### config.mk
export PLATFORM = sky130hd
export DESIGN_NAME = dual_reload_timer
export DESIGN_NICKNAME = d
export VERILOG_FILES = /design/src/rtl/timer_pkg.sv /design/src/rtl/tmr_divider.sv /design/src/rtl/tmr_prescaler.sv /design/src/rtl/tmr_event_select.sv /design/src/rtl/tmr_count_core.sv /design/src/rtl/dual_reload_timer.sv
export SDC_FILE = /design/constraint.sdc
export NUM_CORES = 1
export LEC_CHECK = 0
export ABC_CLOCK_PERIOD_IN_PS = 3300
export BUFFER_PORTS_ARGS = -buffer_cell sky130_fd_sc_hd__buf_2
export CORE_MARGIN = 5
export CORE_UTILIZATION = 56
export DETAILED_ROUTE_END_ITERATION = 8
export GPL_TIMING_DRIVEN = 0
export PLACE_DENSITY_LB_ADDON = 0.2
export SLEW_MARGIN = 20
export SYNTH_ARGS = -nofsm -noshare
export SYNTH_HDL_FRONTEND = slang
export SYNTH_SLANG_ARGS = --single-unit
### constraint.sdc
create_clock -name clk -period 3.3 [get_ports clk]
set_clock_uncertainty 0.1 [all_clocks]
set_input_delay 0 -clock clk [delete_from_list [all_inputs] [get_ports clk]]
set_output_delay 0 -clock clk [all_outputs]
set_load 0.005 [all_outputs]
### src/rtl/timer_pkg.sv
package timer_pkg;

  localparam int MODE_W = 18;

  typedef enum logic [1:0] {
    OUT_DIRECT = 2'b00,
    OUT_INVERT = 2'b01,
    OUT_LOW    = 2'b10,
    OUT_HIGH   = 2'b11
  } out_ctl_e;

  typedef struct packed {
    logic [3:0] clk_sel;
    logic       gate_pol;
    logic [1:0] gate_src;
    logic       retrig;
    logic [1:0] trig_edge;
    logic [1:0] trig_src;
    out_ctl_e   out_ctl;
    logic       out_tog;
    logic       alt_reload;
    logic       rep_en;
    logic       count_up;
  } tmr_mode_t;

  // edge code: 01 rising, 10 falling, 11 either, 00 none
  function automatic logic edge_pick(input logic [1:0] code, input logic rise,
                                     input logic fall);
    case (code)
      2'b01:   edge_pick = rise;
      2'b10:   edge_pick = fall;
      2'b11:   edge_pick = rise | fall;
      default: edge_pick = 1'b0;
    endcase
  endfunction

endpackage

### src/rtl/tmr_divider.sv
module tmr_divider #(
  parameter int unsigned DIV = 5
) (
  input  logic clk,
  input  logic rst,
  output logic tick_o
);
  localparam int unsigned CW = (DIV > 1) ? $clog2(DIV) : 1;
  localparam logic [CW-1:0] LAST = CW'(DIV - 1);

  logic [CW-1:0] cnt_q;

  always_ff @(posedge clk) begin
    if (rst) begin
      cnt_q <= '0;
    end else if (cnt_q == LAST) begin
      cnt_q <= '0;
    end else begin
      cnt_q <= cnt_q + CW'(1);
    end
  end

  assign tick_o = (cnt_q == LAST);
endmodule

### src/rtl/tmr_prescaler.sv
module tmr_prescaler #(
  parameter int unsigned DIV_FAST = 5,
  parameter int unsigned DIV_MID  = 50,
  parameter int unsigned DIV_SLOW = 500
) (
  input  logic       clk,
  input  logic       rst,
  output logic [2:0] tick_o
);
  for (genvar i = 0; i < 3; i++) begin : g_div
    localparam int unsigned D = (i == 0) ? DIV_FAST : (i == 1) ? DIV_MID : DIV_SLOW;
    tmr_divider #(.DIV(D)) u_div (
      .clk   (clk),
      .rst   (rst),
      .tick_o(tick_o[i])
    );
  end
endmodule

### src/rtl/tmr_event_select.sv
module tmr_event_select
  import timer_pkg::*;
(
  input  logic      clk,
  input  logic      rst,
  input  tmr_mode_t mode_i,
  input  logic [2:0] tick_i,
  input  logic [2:0] src_i,      // [0] external, [1] n-1, [2] n+1
  output logic      cnt_tick_o,
  output logic      gate_open_o,
  output logic      trig_evt_o
);
  logic [2:0] last_q;
  logic [2:0] rise, fall;

  always_ff @(posedge clk) begin
    if (rst) last_q <= '0;
    else     last_q <= src_i;
  end

  for (genvar s = 0; s < 3; s++) begin : g_edge
    assign rise[s] = src_i[s] & ~last_q[s];
    assign fall[s] = ~src_i[s] & last_q[s];
  end

  logic [1:0] cgrp, tgrp;
  logic       gate_lvl;

  always_comb begin
    cgrp = mode_i.clk_sel[3:2];
    if (cgrp == 2'b00) begin
      case (mode_i.clk_sel[1:0])
        2'b00:   cnt_tick_o = 1'b1;
        2'b01:   cnt_tick_o = tick_i[0];
        2'b10:   cnt_tick_o = tick_i[1];
        default: cnt_tick_o = tick_i[2];
      endcase
    end else begin
      cnt_tick_o = edge_pick(mode_i.clk_sel[1:0], rise[cgrp-2'd1], fall[cgrp-2'd1]);
    end

    tgrp = mode_i.trig_src;
    if (tgrp == 2'b00) trig_evt_o = 1'b0;
    else trig_evt_o = edge_pick(mode_i.trig_edge, rise[tgrp-2'd1], fall[tgrp-2'd1]);

    if (mode_i.gate_src == 2'b00) gate_lvl = 1'b1;
    else gate_lvl = src_i[mode_i.gate_src-2'd1];
    gate_open_o = (gate_lvl != mode_i.gate_pol);
  end
endmodule

### src/rtl/tmr_count_core.sv
module tmr_count_core
  import timer_pkg::*;
#(
  parameter int WIDTH = 32
) (
  input  logic             clk,
  input  logic             rst,
  input  tmr_mode_t        mode_i,
  input  logic [WIDTH-1:0] reload_a_i,
  input  logic [WIDTH-1:0] reload_b_i,
  input  logic             cmd_start_i,
  input  logic             cmd_stop_i,
  input  logic             cmd_load_i,
  input  logic             cmd_clear_i,
  input  logic             cmd_tset_i,
  input  logic             cmd_tclr_i,
  input  logic             cnt_tick_i,
  input  logic             gate_open_i,
  input  logic             trig_evt_i,
  output logic [WIDTH-1:0] count_o,
  output logic             running_o,
  output logic             toggle_o,
  output logic             pin_o
);
  logic [WIDTH-1:0] cnt_q, cnt_d, term, cur_rl, tc_rl;
  logic run_q, run_d, tog_q, tog_d, pin_q, pin_d;
  logic trig_take, step_en, at_term, tc_evt, raw;

  always_comb begin
    term      = mode_i.count_up ? {WIDTH{1'b1}} : '0;
    trig_take = trig_evt_i && (!run_q || mode_i.retrig);
    step_en   = run_q && cnt_tick_i && gate_open_i;
    at_term   = (cnt_q == term);
    tc_evt    = step_en && at_term && !cmd_clear_i && !cmd_load_i && !trig_take;
    cur_rl    = (mode_i.alt_reload && tog_q) ? reload_b_i : reload_a_i;
    tc_rl     = (mode_i.alt_reload && !tog_q) ? reload_b_i : reload_a_i;

    cnt_d = cnt_q;
    if (cmd_clear_i) cnt_d = '0;
    else if (cmd_load_i || trig_take) cnt_d = cur_rl;
    else if (step_en) begin
      if (at_term) begin
        if (mode_i.rep_en) cnt_d = tc_rl;
      end else if (mode_i.count_up) cnt_d = cnt_q + WIDTH'(1);
      else cnt_d = cnt_q - WIDTH'(1);
    end

    run_d = run_q;
    if (cmd_stop_i) run_d = 1'b0;
    else if (cmd_start_i || trig_take) run_d = 1'b1;
    else if (tc_evt && !mode_i.rep_en) run_d = 1'b0;

    tog_d = tog_q;
    if (cmd_tset_i) tog_d = 1'b1;
    else if (cmd_tclr_i) tog_d = 1'b0;
    else if (tc_evt) tog_d = ~tog_q;

    raw = mode_i.out_tog ? tog_d : tc_evt;
    case (mode_i.out_ctl)
      OUT_DIRECT: pin_d = raw;
      OUT_INVERT: pin_d = ~raw;
      OUT_LOW:    pin_d = 1'b0;
      default:    pin_d = 1'b1;
    endcase
  end

  always_ff @(posedge clk) begin
    if (rst) begin
      cnt_q <= '0;
      run_q <= 1'b0;
      tog_q <= 1'b0;
      pin_q <= 1'b0;
    end else begin
      cnt_q <= cnt_d;
      run_q <= run_d;
      tog_q <= tog_d;
      pin_q <= pin_d;
    end
  end

  assign count_o   = cnt_q;
  assign running_o = run_q;
  assign toggle_o  = tog_q;
  assign pin_o     = pin_q;

  // stopped channel holds its count absent load, clear and trigger
  assert_hold_stopped_R2: assert property (@(posedge clk) disable iff (rst)
    (!run_q && !cmd_clear_i && !cmd_load_i && !trig_evt_i) |=> $stable(cnt_q));

  // down-count terminal event in repeat mode lands on A
  assert_reload_on_tc_R3: assert property (@(posedge clk) disable iff (rst)
    (run_q && cnt_tick_i && gate_open_i && cnt_q == '0 && !mode_i.count_up &&
     mode_i.rep_en && !mode_i.alt_reload && !cmd_clear_i && !cmd_load_i && !trig_evt_i)
    |=> (cnt_q == $past(reload_a_i)));

  // forced-low output
  assert_force_low_R6: assert property (@(posedge clk) disable iff (rst)
    (mode_i.out_ctl == OUT_LOW) |=> !pin_q);

  // reserved clock codes never count
  assert_reserved_clock_R8: assert property (@(posedge clk) disable iff (rst)
    (mode_i.clk_sel[1:0] == 2'b00 && mode_i.clk_sel[3:2] != 2'b00 &&
     !cmd_clear_i && !cmd_load_i && !trig_evt_i) |=> $stable(cnt_q));

  // closed gate blocks counting
  assert_gate_blocks_R9: assert property (@(posedge clk) disable iff (rst)
    (!gate_open_i && !cmd_clear_i && !cmd_load_i && !trig_evt_i) |=> $stable(cnt_q));
endmodule

### src/rtl/dual_reload_timer.sv
module dual_reload_timer
  import timer_pkg::*;
#(
  parameter int          WIDTH    = 32,
  parameter int unsigned DIV_FAST = 5,
  parameter int unsigned DIV_MID  = 50,
  parameter int unsigned DIV_SLOW = 500
) (
  input  logic              clk,
  input  logic              rst,
  input  logic [MODE_W-1:0] mode_i,
  input  logic [WIDTH-1:0]  reload_a_i,
  input  logic [WIDTH-1:0]  reload_b_i,
  input  logic              cmd_start_i,
  input  logic              cmd_stop_i,
  input  logic              cmd_load_i,
  input  logic              cmd_clear_i,
  input  logic              cmd_tset_i,
  input  logic              cmd_tclr_i,
  input  logic              ext_in_i,
  input  logic              prev_out_i,
  input  logic              next_out_i,
  output logic [WIDTH-1:0]  count_o,
  output logic              running_o,
  output logic              toggle_o,
  output logic              pin_o
);
  tmr_mode_t  mode;
  logic [2:0] ticks;
  logic       cnt_tick, gate_open, trig_evt;

  assign mode = tmr_mode_t'(mode_i);

  tmr_prescaler #(.DIV_FAST(DIV_FAST), .DIV_MID(DIV_MID), .DIV_SLOW(DIV_SLOW)) u_pre (
    .clk   (clk),
    .rst   (rst),
    .tick_o(ticks)
  );

  tmr_event_select u_sel (
    .clk        (clk),
    .rst        (rst),
    .mode_i     (mode),
    .tick_i     (ticks),
    .src_i      ({next_out_i, prev_out_i, ext_in_i}),
    .cnt_tick_o (cnt_tick),
    .gate_open_o(gate_open),
    .trig_evt_o (trig_evt)
  );

  tmr_count_core #(.WIDTH(WIDTH)) u_core (
    .clk        (clk),
    .rst        (rst),
    .mode_i     (mode),
    .reload_a_i (reload_a_i),
    .reload_b_i (reload_b_i),
    .cmd_start_i(cmd_start_i),
    .cmd_stop_i (cmd_stop_i),
    .cmd_load_i (cmd_load_i),
    .cmd_clear_i(cmd_clear_i),
    .cmd_tset_i (cmd_tset_i),
    .cmd_tclr_i (cmd_tclr_i),
    .cnt_tick_i (cnt_tick),
    .gate_open_i(gate_open),
    .trig_evt_i (trig_evt),
    .count_o    (count_o),
    .running_o  (running_o),
    .toggle_o   (toggle_o),
    .pin_o      (pin_o)
  );
endmodule

==> results of run 1 <==
registers in the layout, indices dropped and copies added (netlist names):
register / count
u_core.count_o: 32
u_pre.g_div.u_div.cnt_q: 18
u_sel.last_q: 3
u_core.pin_o: 1
u_core.running_o: 1
u_core.toggle_o: 1
kinds of logic after synthesis:
group | Yosys count
AND/OR/NAND/NOR | 286
AO/OA/AOI/OAI | 246
buffers and inverters | 73
flip-flops | 56
adder cells (fa/ha/maj) | 39
multiplexers | 35
XOR/XNOR | 32
cell usage in the layout, fill, tap and decap left out, types with 15 or more instances in the layout:
| master | n |
|---|---|
| a211oi_1 | 15 |
| a21oi_1 | 88 |
| a31oi_1 | 21 |
| buf_2 | 146 |
| clkbuf_1 | 24 |
| dfxtp_1 | 56 |
| dlygate4sd3_1 | 50 |
| ha_1 | 37 |
| inv_1 | 23 |
| mux2i_1 | 27 |
| nand2_1 | 110 |
| nand3_1 | 34 |
| nor2_1 | 59 |
| nor3_1 | 15 |
| o21ai_0 | 26 |
| xnor2_1 | 22 |
worst reg2reg max path, cell delays in order, from the launching register on:
cell	delay (ns)
dfxtp_1	0.42
ha_1	0.25
buf_2	0.17
a21oi_1	0.25
o21ai_0	0.15
a221oi_1	0.48
nand3_2	0.21
a31oi_2	0.35
o21ai_2	0.10
a2111oi_0	0.47
o32ai_1	0.16
cell type report:
class | count | area share (%)
multi-input cells | 638 | 59.0
repair buffers | 179 | 16.6
flip-flops and latches | 56 | 16.1
plain buffers | 49 | 3.20
well taps | 133 | 2.39
inverters | 24 | 1.33
clock buffers | 5 | 0.990
clock inverters | 3 | 0.414
cell usage after synthesis (all sizes together), types with 3 or more instances:
cell / number / share of area (%)
nand2: 112 / 7.7
a21oi: 89 / 8.3
nor2: 60 / 4.2
dfxtp: 56 / 20
ha: 38 / 8.6
o21ai: 37 / 3.5
nand3: 36 / 3.5
clkbuf: 27 / 1.9
mux2i: 27 / 4.9
inv: 24 / 1.6
a31oi: 22 / 2.6
buf: 22 / 2.1
xnor2: 22 / 3.5
a211oi: 16 / 2.4
nor3: 16 / 1.5
nand4: 14 / 1.6
o211ai: 14 / 1.9
nor2b: 11 / 1.2
xor2: 10 / 1.6
mux2: 8 / 1.7
o21a: 8 / 1.1
o31ai: 7 / 1.0
a21o: 6 / 0.82
nor4: 6 / 0.68
o22ai: 6 / 0.68
a221oi: 5 / 0.91
a311oi: 5 / 0.79
or2: 5 / 0.57
and2: 4 / 0.45
and3: 4 / 0.45
o21bai: 4 / 0.54
a41oi: 3 / 0.48
nand3b: 3 / 0.41
nand4b: 3 / 0.48
nor3b: 3 / 0.41
o2111ai: 3 / 0.48
o311ai: 3 / 0.48
or3: 3 / 0.34
how the worst max path moves through the flow:
| stage | start | endpoint | slack, ns | cells past startpoint |
|---|---|---|---|---|
| 2_1_floorplan | mode_i[0] | u_core.count_o[29]$_SDFFE_PP0P_ | 0.41 | 11 |
| 3_3_place_gp | mode_i[0] | u_core.count_o[25]$_SDFFE_PP0P_ | -0.78 | 12 |
| 3_5_place_dp | mode_i[0] | u_core.count_o[6]$_SDFFE_PP0P_ | -0.39 | 13 |
| 4_1_cts | u_core.count_o[7]$_SDFFE_PP0P_ | u_core.pin_o$_SDFF_PP0_ | 0.1 | 12 |
| 5_1_grt | u_core.count_o[19]$_SDFFE_PP0P_ | u_core.count_o[29]$_SDFFE_PP0P_ | -0.02 | 10 |
| 6_report | u_core.count_o[16]$_SDFFE_PP0P_ | u_core.count_o[29]$_SDFFE_PP0P_ | 0.06 | 10 |
metrics by stage:
stage	cells	power [uW]	util, %	setup slack [ns]
after CTS	1087	2000	71.5	0.0982
final	1087	2030	71.8	0.0598
after global placement	1027	1480	65.2	-0.782
after floorplan	767	1260	-	0.407
after detailed placement	1027	1510	65.2	-0.387
after global routing	1087	2130	71.8	-0.0161
per-layer routing:
layer	global-route usage (%)	vias up	wire [um]
met3	5.27	63	2280
met5	0	-	0
met1	45.1	3155	8330
met2	57.0	465	9740
met4	11.8	0	618
li1	-	3207	-
report_power, final:
part	switching, uW	internal [uW]
sequential	34.4	712
combinational	479	353
clock	289	162
timing repair:
item	CTS	global route
gates resized for setup	0	12
hold buffers	50	0
gates cloned	0	0
pin swaps	1	0
setup buffers	2	0
endpoints found under the setup margin	14	15
hold endpoints to repair	29	0
==> flow_results.xml, run 1 <==
<?xml version="1.0" encoding="UTF-8"?>
<metrics>
  <group name="setup_path">
    <metric name="critical-path-slowest-cell" unit="">a221oi_1</metric>
    <metric name="worst_ep_arrival_time" unit="ns">3.35</metric>
    <metric name="cp_num_buf_inv" unit="">1</metric>
    <metric name="cpLargestDelayFamily" unit="">compound AO/OA/AOI/OAI gates</metric>
    <metric name="regToRegSetupSlack" unit="ns">0.06</metric>
    <metric name="timing.critical_path.required" unit="ns">3.41</metric>
    <metric name="crit_path_start_kind" unit="">register</metric>
    <metric name="crit-reg2reg-capture" unit="">u_core.count_o[29]$_SDFFE_PP0P_</metric>
    <metric name="timing.reg2reg.worst_path_depth" unit="">10</metric>
    <metric name="crit_type" unit="">register to register</metric>
    <metric name="cpPeakStageDelay" unit="ns">0.48</metric>
    <metric name="ordered_cell_list_for_the_critical_path" unit="">ha_1 -&gt; buf_2 -&gt; a21oi_1 -&gt; o21ai_0 -&gt; a221oi_1 -&gt; nand3_2 -&gt; a31oi_2 -&gt; o21ai_2 -&gt; a2111oi_0 -&gt; o32ai_1</metric>
    <metric name="crit_path_end_kind" unit="">register</metric>
    <metric name="reg2reg_from" unit="">u_core.count_o[16]$_SDFFE_PP0P_</metric>
    <metric name="worst_path_fanout_max" unit="">8</metric>
  </group>
  <group name="die">
    <metric name="placement_rows" unit="">36</metric>
    <metric name="core" unit="um2">9680</metric>
    <metric name="io_pins" unit="">128</metric>
    <metric name="die_height" unit="um">109</metric>
    <metric name="initial_core_util" unit="%">56.9</metric>
    <metric name="die_width" unit="um">109</metric>
    <metric name="dieArea" unit="um2">11900</metric>
  </group>
  <group name="sta">
    <metric name="setup_viol" unit="">0</metric>
    <metric name="whs" unit="ns">0.00120</metric>
    <metric name="drv_slew" unit="">0</metric>
    <metric name="period_minus_slack" unit="ns">3.24</metric>
    <metric name="max-slew-margin-rel" unit="%">34.6</metric>
    <metric name="fin_setup_tns" unit="ns">0</metric>
    <metric name="timing.final.hold_violations" unit="">0</metric>
    <metric name="tightest_slew" unit="ns">0.980</metric>
    <metric name="timing.final.crit_share" unit="%">98.2</metric>
    <metric name="achievable-frequency" unit="MHz">309</metric>
  </group>
  <group name="routing">
    <metric name="route.antenna.remaining_nets" unit="">0</metric>
    <metric name="routed_via_density" unit="">6.34</metric>
    <metric name="detailedRoute.firstPassIterationCount" unit="">6</metric>
    <metric name="detail_route.wl_per_cell" unit="um">19.3</metric>
    <metric name="drc_errors" unit="">0</metric>
    <metric name="drt-initial-drc-count" unit="">623</metric>
    <metric name="routed_wirelength" unit="mm">21.0</metric>
    <metric name="vias" unit="">6890</metric>
  </group>
  <group name="synthesis">
    <metric name="postSynth.topFlopCell" unit="">dfxtp_1</metric>
    <metric name="seq_area_frac_synth" unit="%">20.3</metric>
    <metric name="synthSimpleGateAreaFrac" unit="%">24.3</metric>
    <metric name="synth_adder_area_share" unit="%">8.99</metric>
    <metric name="postSynthCellCount" unit="">767</metric>
    <metric name="synth-compound-area-share" unit="%">29.0</metric>
    <metric name="yosys.area_share.xor_xnor" unit="%">5.09</metric>
    <metric name="yosys_warnings" unit="">0</metric>
    <metric name="synth_mux_area_share" unit="%">6.61</metric>
    <metric name="synth.cell_area" unit="um2">5510</metric>
    <metric name="synth_async_sr_flop_share" unit="%">0</metric>
    <metric name="synth.avg_cell_area" unit="um2">7.18</metric>
    <metric name="number_of_unique_standard_cell_types_used_by_synthesis" unit="">75</metric>
    <metric name="postSynthNetCount" unit="">899</metric>
    <metric name="synth_top_family_by_area" unit="">compound AO/OA/AOI/OAI gates</metric>
    <metric name="ys_seq_elements" unit="">56</metric>
    <metric name="synth_edf_count" unit="">0</metric>
  </group>
  <group name="cts">
    <metric name="later_pin_clock_latency_in_the_skew_report" unit="ns">0.35</metric>
    <metric name="clock_sinks" unit="">56</metric>
    <metric name="cts_buffer_depth" unit="">2</metric>
    <metric name="worst_setup_hold_path_clk_slew" unit="ns">0.13</metric>
    <metric name="cts_made_buffers" unit="">5</metric>
    <metric name="htreeDepth" unit="">2</metric>
    <metric name="tritoncts" unit="">built</metric>
    <metric name="clk_root_buffer_cell" unit="">clkbuf_8</metric>
  </group>
  <group name="finish">
    <metric name="fillers" unit="">816</metric>
    <metric name="area.sequential" unit="um2">1120</metric>
    <metric name="antenna-diode-count" unit="">0</metric>
    <metric name="drive_above_1_share" unit="%">19.9</metric>
    <metric name="layout.nets" unit="">1085</metric>
    <metric name="area_of_the_multi_input_gates" unit="um2">4100</metric>
    <metric name="final_cell_area" unit="um2">6950</metric>
    <metric name="area_growth_syn_to_layout" unit="%">26.2</metric>
  </group>
  <group name="grt">
    <metric name="grt_pass1_wl" unit="mm">32.0</metric>
    <metric name="grt_max_degree" unit="">32</metric>
    <metric name="groute.usage.overall" unit="%">34.3</metric>
    <metric name="grt_antenna_before_repair" unit="">0</metric>
    <metric name="grt_remaining_overflow" unit="">0</metric>
    <metric name="grt_pass1_vias" unit="">6410</metric>
  </group>
  <group name="power">
    <metric name="total_leakage_power" unit="uW">0.00308</metric>
    <metric name="power.ir.vdd_worst" unit="uV">196</metric>
    <metric name="power.density_cell_area" unit="nW/um2">292</metric>
  </group>
  <group name="run">
    <metric name="drv.max_cap_violation_count" unit="">0</metric>
  </group>
  <group name="min_path">
    <metric name="hold_class" unit="">input pin to register</metric>
    <metric name="min_from" unit="">reload_a_i[20]</metric>
    <metric name="min_to" unit="">u_core.count_o[20]$_SDFFE_PP0P_</metric>
    <metric name="number_of_cells_on_the_worst_hold_path" unit="">5</metric>
  </group>
  <group name="placed_design">
    <metric name="portBuffers" unit="">127</metric>
    <metric name="placer_congestion" unit="">1.05</metric>
    <metric name="post-dp-hpwl" unit="mm">15.2</metric>
    <metric name="dpl-instance-area" unit="um2">6310</metric>
  </group>
  <group name="status">
    <metric name="run_status" unit="">finished, final reports clean</metric>
  </group>
</metrics>
No activity file was read; power rests on OpenSTA's default activity.
==> inputs of run 2 (changes only) <==
ABC_CLOCK_PERIOD_IN_PS = 3200   (was 3300)
clock period = 3.2 ns   (was 3.3 ns; I/O delays follow)
==> run 2 against run 1 <==
Effect of this change: the flow now finishes with violations (negative hold slack); final cell count unchanged; clock power rose by 4%; die area did not move; via count about the same; cell area is 0.43% higher; critical path depth down 1; fmax grew 2.7%; largest cell class unchanged; largest power group unchanged.
==> flow_results.xml, run 2 (synthesis results as in run 1) <==
<?xml version="1.0" encoding="UTF-8"?>
<metrics>
  <group name="status">
    <metric name="run_status" unit="">finished, violations left</metric>
    <metric name="failed_checks" unit="">negative hold slack</metric>
  </group>
  <group name="power">
    <metric name="power.share.switching" unit="%">39.7</metric>
    <metric name="cellInternalPower" unit="uW">1270</metric>
    <metric name="power.density_cell_area" unit="nW/um2">301</metric>
    <metric name="total_leakage_power" unit="uW">0.00309</metric>
    <metric name="power.ir.vdd_worst" unit="uV">204</metric>
    <metric name="p_switching" unit="uW">835</metric>
    <metric name="power.share.combinational" unit="%">41.1</metric>
    <metric name="clock_power_share" unit="%">22.2</metric>
    <metric name="pwr-share-seq" unit="%">36.6</metric>
  </group>
  <group name="setup_path">
    <metric name="crit_path_end_kind" unit="">register</metric>
    <metric name="ordered_cell_list_for_the_critical_path" unit="">ha_1 -&gt; nand4_1 -&gt; or4_4 -&gt; nor2_1 -&gt; nand4_1 -&gt; nor3b_1 -&gt; a31oi_1 -&gt; dlygate4sd3_1 -&gt; nand3_1</metric>
    <metric name="cp_common_cell" unit="">nand4_1</metric>
    <metric name="crit_type" unit="">register to register</metric>
    <metric name="critical-path-slowest-cell" unit="">or4_4</metric>
    <metric name="cpPeakStageDelay" unit="ns">0.62</metric>
    <metric name="crit_path_start_kind" unit="">register</metric>
    <metric name="worst_path_fanout_max" unit="">6</metric>
    <metric name="cp_num_buf_inv" unit="">1</metric>
    <metric name="regToRegSetupSlack" unit="ns">0.05</metric>
    <metric name="timing.critical_path.required" unit="ns">3.39</metric>
    <metric name="worst_ep_arrival_time" unit="ns">3.34</metric>
    <metric name="crit-reg2reg-capture" unit="">u_core.pin_o$_SDFF_PP0_</metric>
    <metric name="worst-path-stages" unit="">9</metric>
    <metric name="reg2reg_from" unit="">u_core.count_o[6]$_SDFFE_PP0P_</metric>
    <metric name="timing.reg2reg.worst_path_depth" unit="">9</metric>
    <metric name="cpLargestDelayFamily" unit="">simple AND/OR/NAND/NOR gates</metric>
    <metric name="timing.critical_path.to" unit="">u_core.pin_o$_SDFF_PP0_</metric>
    <metric name="startpoint" unit="">u_core.count_o[6]$_SDFFE_PP0P_</metric>
  </group>
  <group name="grt">
    <metric name="grt_pass1_wl" unit="mm">32.0</metric>
    <metric name="groute.usage.overall" unit="%">34.3</metric>
    <metric name="grt_antenna_before_repair" unit="">0</metric>
    <metric name="grt_max_degree" unit="">32</metric>
    <metric name="grt_pass1_vias" unit="">6408</metric>
    <metric name="grt_remaining_overflow" unit="">0</metric>
  </group>
  <group name="placed_design">
    <metric name="post-dp-hpwl" unit="mm">15.2</metric>
    <metric name="placer_congestion" unit="">1.05</metric>
    <metric name="portBuffers" unit="">127</metric>
  </group>
  <group name="sta">
    <metric name="achievable-frequency" unit="MHz">317</metric>
    <metric name="timing.final.hold_violations" unit="">1</metric>
    <metric name="drv_slew" unit="">0</metric>
    <metric name="setup_viol" unit="">0</metric>
    <metric name="whs" unit="ns">-0.000915</metric>
    <metric name="tightest_slew" unit="ns">0.983</metric>
    <metric name="max-slew-margin-rel" unit="%">34.5</metric>
    <metric name="timing.final.crit_share" unit="%">98.5</metric>
    <metric name="period_minus_slack" unit="ns">3.15</metric>
  </group>
  <group name="cts">
    <metric name="clock_sinks" unit="">56</metric>
    <metric name="cts_buffer_depth" unit="">2</metric>
    <metric name="tritoncts" unit="">built</metric>
    <metric name="worst_setup_hold_path_clk_slew" unit="ns">0.13</metric>
    <metric name="cts_made_buffers" unit="">5</metric>
    <metric name="htreeDepth" unit="">2</metric>
    <metric name="clk_root_buffer_cell" unit="">clkbuf_8</metric>
    <metric name="later_pin_clock_latency_in_the_skew_report" unit="ns">0.35</metric>
  </group>
  <group name="min_path">
    <metric name="hold_class" unit="">input pin to register</metric>
  </group>
  <group name="finish">
    <metric name="layout.nets" unit="">1085</metric>
    <metric name="fin_util" unit="%">72.1</metric>
    <metric name="layout.cells.most_common_list" unit="">buf_2, nand2_1, a21oi_1</metric>
    <metric name="fillers" unit="">806</metric>
    <metric name="drive_above_1_share" unit="%">20.6</metric>
    <metric name="area_growth_syn_to_layout" unit="%">26.7</metric>
    <metric name="antenna-diode-count" unit="">0</metric>
    <metric name="largest_register_ffs" unit="">32</metric>
    <metric name="layout_commonest_cell" unit="">buf_2</metric>
  </group>
  <group name="routing">
    <metric name="drt-initial-drc-count" unit="">697</metric>
    <metric name="routed_wirelength" unit="mm">21.2</metric>
    <metric name="detailedRoute.firstPassIterationCount" unit="">6</metric>
    <metric name="vias" unit="">6891</metric>
    <metric name="detail_route.wl_per_cell" unit="um">19.5</metric>
    <metric name="drc_errors" unit="">0</metric>
    <metric name="routed_via_density" unit="">6.34</metric>
    <metric name="route.antenna.remaining_nets" unit="">0</metric>
  </group>
  <group name="die">
    <metric name="initial_core_util" unit="%">56.9</metric>
    <metric name="core" unit="um2">9680</metric>
    <metric name="die_width" unit="um">109</metric>
    <metric name="dieArea" unit="um2">11900</metric>
    <metric name="placement_rows" unit="">36</metric>
    <metric name="io_pins" unit="">128</metric>
    <metric name="die_height" unit="um">109</metric>
  </group>
  <group name="run">
    <metric name="drv.max_cap_violation_count" unit="">0</metric>
  </group>
</metrics>
-- run 2: timing repair --
| item | 4_1_cts | 5_1_grt |
|---|---|---|
| pin swaps | 1 | 0 |
| setup endpoints to repair | 28 | 26 |
| endpoints found under the hold margin | 29 | 0 |
| gates resized for setup | 0 | 23 |
| hold buffers | 49 | 0 |
| setup buffers | 2 | 1 |
-- run 2: metal layers --
metal / vias up / track usage, % / share of wire [%]
met1: 3148 / 45.1 / 40
li1: 3213 / - / -
met4: 0 / 11.8 / 3.1
met3: 59 / 5.27 / 11
met5: - / 0 / 0
met2: 471 / 57.0 / 46
-- run 2: worst min path at each step --
| stage | cells past startpoint | to | startpoint |
|---|---|---|---|
| 2_1_floorplan | 1 | u_core.running_o$_SDFFE_PP0P_ | cmd_stop_i |
| 3_3_place_gp | 2 | u_core.running_o$_SDFFE_PP0P_ | cmd_stop_i |
| 3_5_place_dp | 2 | u_core.running_o$_SDFFE_PP0P_ | cmd_stop_i |
| 4_1_cts | 5 | u_core.count_o[20]$_SDFFE_PP0P_ | reload_a_i[20] |
| 5_1_grt | 4 | u_core.count_o[20]$_SDFFE_PP0P_ | reload_a_i[20] |
| 6_report | 5 | u_core.count_o[20]$_SDFFE_PP0P_ | reload_a_i[20] |
-- run 2: stage by stage --
stage / TNS [ns] / area [um2] / setup WS, ns / total power, uW / cells
floorplan: 0 / 5510 / 0.307 / 1300 / 767
global placement: -24.65 / 6310 / -0.882 / 1530 / 1027
detailed placement: -11.73 / 6310 / -0.487 / 1550 / 1027
CTS: 0 / 6920 / 0.0340 / 2060 / 1086
global route: -0.0755 / 6980 / -0.0442 / 2210 / 1087
finish: 0 / 6980 / 0.0465 / 2100 / 1087
-- run 2: worst min-delay path: cells and delay by family --
family | cells | cell delay (ns)
compound gates | 3 | 0.26
buf+inv | 1 | 0.10
simple gates | 1 | 0.05
-- run 2: area by class of cell --
cell class	instances	area (um2)	area share [%]
clock inverters	3	28.8	0.412
multi-input cells	638	4130	59.1
plain buffers	49	229	3.28
clock buffers	5	68.8	0.985
inverters	24	92.6	1.33
well taps	133	166	2.38
flip-flops and latches	56	1120	16.1
repair buffers	179	1150	16.4
-- run 2: power groups by stage --
| stage | clock network [uW] | registers [uW] | logic, uW |
|---|---|---|---|
| 5_1_grt | 498 | 774 | 933 |
| 6_report | 467 | 770 | 864 |
| 3_3_place_gp | 0 | 781 | 744 |
| 3_5_place_dp | 0 | 784 | 769 |
| 4_1_cts | 471 | 768 | 826 |
| 2_1_floorplan | 0 | 778 | 518 |
==> inputs of run 3 (changes only) <==
CORE_UTILIZATION = 35   (was 56)
==> run 3 against run 2 <==
Effect of this change: the flow still finishes with violations (negative hold slack); setup slack improved by 0.050 ns; sequential power barely moved; first-iteration DRC count fell by 10%; fmax rose by 1.6%; clock-buffer cell count did not move; non-clock buffer count fell by 22; combinational power fell by 2%; register-to-register slack improved by 0.05 ns; clock power rose by 33%; cell area rose by 0.11%; wire length rose by 1.3%; critical path depth did not move; critical path type unchanged; critical endpoint is now u_core.count_o[31]$_SDFFE_PP0P_; largest cell class unchanged; largest power group unchanged.
==> flow_results.xml, run 3 (synthesis results as in run 1) <==
<?xml version="1.0" encoding="UTF-8"?>
<metrics>
  <group name="placed_design">
    <metric name="place_inst" unit="">1105</metric>
    <metric name="post-dp-hpwl" unit="mm">16.1</metric>
    <metric name="portBuffers" unit="">127</metric>
    <metric name="placer_congestion" unit="">0.956</metric>
    <metric name="dpl-instance-area" unit="um2">6410</metric>
  </group>
  <group name="finish">
    <metric name="drive_above_1_share" unit="%">21.7</metric>
    <metric name="final_cell_area" unit="um2">6990</metric>
    <metric name="area_growth_syn_to_layout" unit="%">26.9</metric>
    <metric name="fin_util" unit="%">45.7</metric>
    <metric name="largest_register_ffs" unit="">32</metric>
    <metric name="finalNonFillerCells" unit="">1144</metric>
    <metric name="layout_commonest_cell" unit="">buf_2</metric>
    <metric name="layout.cells.most_common_list" unit="">buf_2, nand2_1, a21oi_1</metric>
    <metric name="layout.nets" unit="">1063</metric>
  </group>
  <group name="sta">
    <metric name="drv_slew" unit="">0</metric>
    <metric name="max-slew-margin-rel" unit="%">33.0</metric>
    <metric name="tightest_slew" unit="ns">1.01</metric>
    <metric name="achievable-frequency" unit="MHz">322</metric>
    <metric name="period_minus_slack" unit="ns">3.10</metric>
    <metric name="timing.final.crit_share" unit="%">97.0</metric>
    <metric name="timing.final.hold_violations" unit="">3</metric>
    <metric name="setup_viol" unit="">0</metric>
    <metric name="grt_setup_unrepaired" unit="">yes</metric>
    <metric name="whs" unit="ns">-0.00840</metric>
  </group>
  <group name="setup_path">
    <metric name="crit_path_end_kind" unit="">register</metric>
    <metric name="crit_path_start_kind" unit="">register</metric>
    <metric name="critical-path-slowest-cell" unit="">o31ai_2</metric>
    <metric name="cpPeakStageDelay" unit="ns">0.42</metric>
    <metric name="worst_path_fanout_max" unit="">5</metric>
    <metric name="crit_type" unit="">register to register</metric>
    <metric name="ordered_cell_list_for_the_critical_path" unit="">ha_1 -&gt; nand4_1 -&gt; a21oi_1 -&gt; o21bai_1 -&gt; o31ai_2 -&gt; a21oi_1 -&gt; o21ai_0 -&gt; mux2i_1 -&gt; o21ai_1</metric>
    <metric name="cp_common_cell" unit="">a21oi_1</metric>
    <metric name="timing.critical_path.required" unit="ns">3.31</metric>
    <metric name="worst_ep_arrival_time" unit="ns">3.22</metric>
  </group>
  <group name="grt">
    <metric name="grt_max_degree" unit="">32</metric>
    <metric name="grt_pass1_wl" unit="mm">32.3</metric>
    <metric name="grt_pass1_vias" unit="">5932</metric>
    <metric name="grt_antenna_before_repair" unit="">1</metric>
    <metric name="groute.usage.overall" unit="%">22.5</metric>
    <metric name="grt_remaining_overflow" unit="">0</metric>
  </group>
  <group name="die">
    <metric name="die_width" unit="um">135</metric>
    <metric name="initial_core_util" unit="%">36.0</metric>
    <metric name="core" unit="um2">15300</metric>
    <metric name="io_pins" unit="">128</metric>
    <metric name="die_height" unit="um">135</metric>
    <metric name="dieArea" unit="um2">18400</metric>
    <metric name="placement_rows" unit="">45</metric>
  </group>
  <group name="cts">
    <metric name="htreeDepth" unit="">2</metric>
    <metric name="cts_buffer_depth" unit="">2</metric>
    <metric name="tritoncts" unit="">built</metric>
    <metric name="cts_made_buffers" unit="">5</metric>
    <metric name="worst_setup_hold_path_clk_slew" unit="ns">0.08</metric>
    <metric name="clock_sinks" unit="">56</metric>
    <metric name="clk_root_buffer_cell" unit="">clkbuf_16</metric>
    <metric name="later_pin_clock_latency_in_the_skew_report" unit="ns">0.32</metric>
  </group>
  <group name="routing">
    <metric name="routed_wirelength" unit="mm">21.5</metric>
    <metric name="routed_via_density" unit="">5.61</metric>
    <metric name="vias" unit="">6418</metric>
    <metric name="detail_route.wl_per_cell" unit="um">18.8</metric>
    <metric name="detailedRoute.firstPassIterationCount" unit="">5</metric>
    <metric name="drt-initial-drc-count" unit="">626</metric>
    <metric name="drc_errors" unit="">0</metric>
    <metric name="route.antenna.remaining_nets" unit="">0</metric>
  </group>
  <group name="power">
    <metric name="total_leakage_power" unit="uW">0.00304</metric>
    <metric name="power.ir.vdd_worst" unit="uV">223</metric>
    <metric name="report.power.total" unit="uW">2240</metric>
    <metric name="power.density_cell_area" unit="nW/um2">321</metric>
  </group>
  <group name="status">
    <metric name="run_status" unit="">finished, violations left</metric>
    <metric name="failed_checks" unit="">negative hold slack</metric>
  </group>
  <group name="min_path">
    <metric name="hold_class" unit="">input pin to register</metric>
  </group>
  <group name="run">
    <metric name="drv.max_cap_violation_count" unit="">0</metric>
  </group>
</metrics>
-- run 3: changes by cell type in the layout (fill, tap and decap cells not counted), moves of 2 or more --
cell,change
buf_4,+4
dlygate4sd3_1,-19
clkbuf_4,-2
clkbuf_2,-3
clkbuf_8,-5
ha_4,+2
ha_1,-3
clkbuf_1,-5
buf_2,+3
clkbuf_16,+5
inv_6,-2
-- run 3: final cells by class --
| class | count | area (um2) |
|---|---|---|
| timing repair buffer | 164 | 988 |
| clock buffer | 5 | 125 |
| buffer | 42 | 195 |
| antenna | 1 | 2.50 |
| multi-input combinational | 638 | 4180 |
| sequential | 56 | 1120 |
| fill | 1638 | 8320 |
| clock inverter | 3 | 27.5 |
| inverter | 24 | 92.6 |
| tap | 211 | 264 |
-- run 3: metrics by stage --
stage | setup TNS [ns] | setup WS, ns
after CTS | 0 | 0.0233
after detailed placement | -14.54 | -0.641
after global placement | -30.62 | -1.12
final | 0 | 0.0960
after global routing | -0.0251 | -0.0251
after floorplan | 0 | 0.307
-- run 3: power breakdown --
part,internal [uW],switching (uW)
combinational,357,492
clock,299,323
sequential,734,36.1
-- run 3: layer usage --
| metal | track usage [%] | up-vias | wire length, um | part of all wire (%) |
|---|---|---|---|---|
| met3 | 4.09 | 40 | 1670 | 7.8 |
| met5 | 0 | - | 0 | 0 |
| met4 | 7.61 | 0 | 544 | 2.5 |
| met2 | 36.1 | 271 | 9600 | 45 |
| li1 | - | 3144 | - | - |
| met1 | 30.3 | 2963 | 9640 | 45 |
-- run 3: what timing repair did --
item / in CTS / in global routing
pin swaps: 1 / 6
hold endpoints to repair: 17 / 0
resized for setup: 2 / 21
setup endpoints to repair: 30 / 22
buffers inserted: 2 / 5
hold buffers: 30 / 0
-- run 3: final timing paths --
check	start	end	slack, ns	depth (start not counted)
max reg2reg	u_core.count_o[3]$_SDFFE_PP0P_	u_core.count_o[31]$_SDFFE_PP0P_	0.1	9
min	mode_i[3]	u_core.pin_o$_SDFF_PP0_	-0.008	4
min reg2reg	u_pre.g_div[2].u_div.cnt_q[0]$_SDFF_PP0_	u_pre.g_div[2].u_div.cnt_q[0]$_SDFF_PP0_	0.35	1
max	u_core.count_o[3]$_SDFFE_PP0P_	u_core.count_o[31]$_SDFFE_PP0P_	0.1	9
-- run 3: worst max-delay path, delay by kind of cell, from the launching register on --
kind	cells	cell delay, ns
compound gates	6	1.69
flops	1	0.34
simple gates	1	0.24
fa+ha+maj	1	0.38
mux	1	0.24
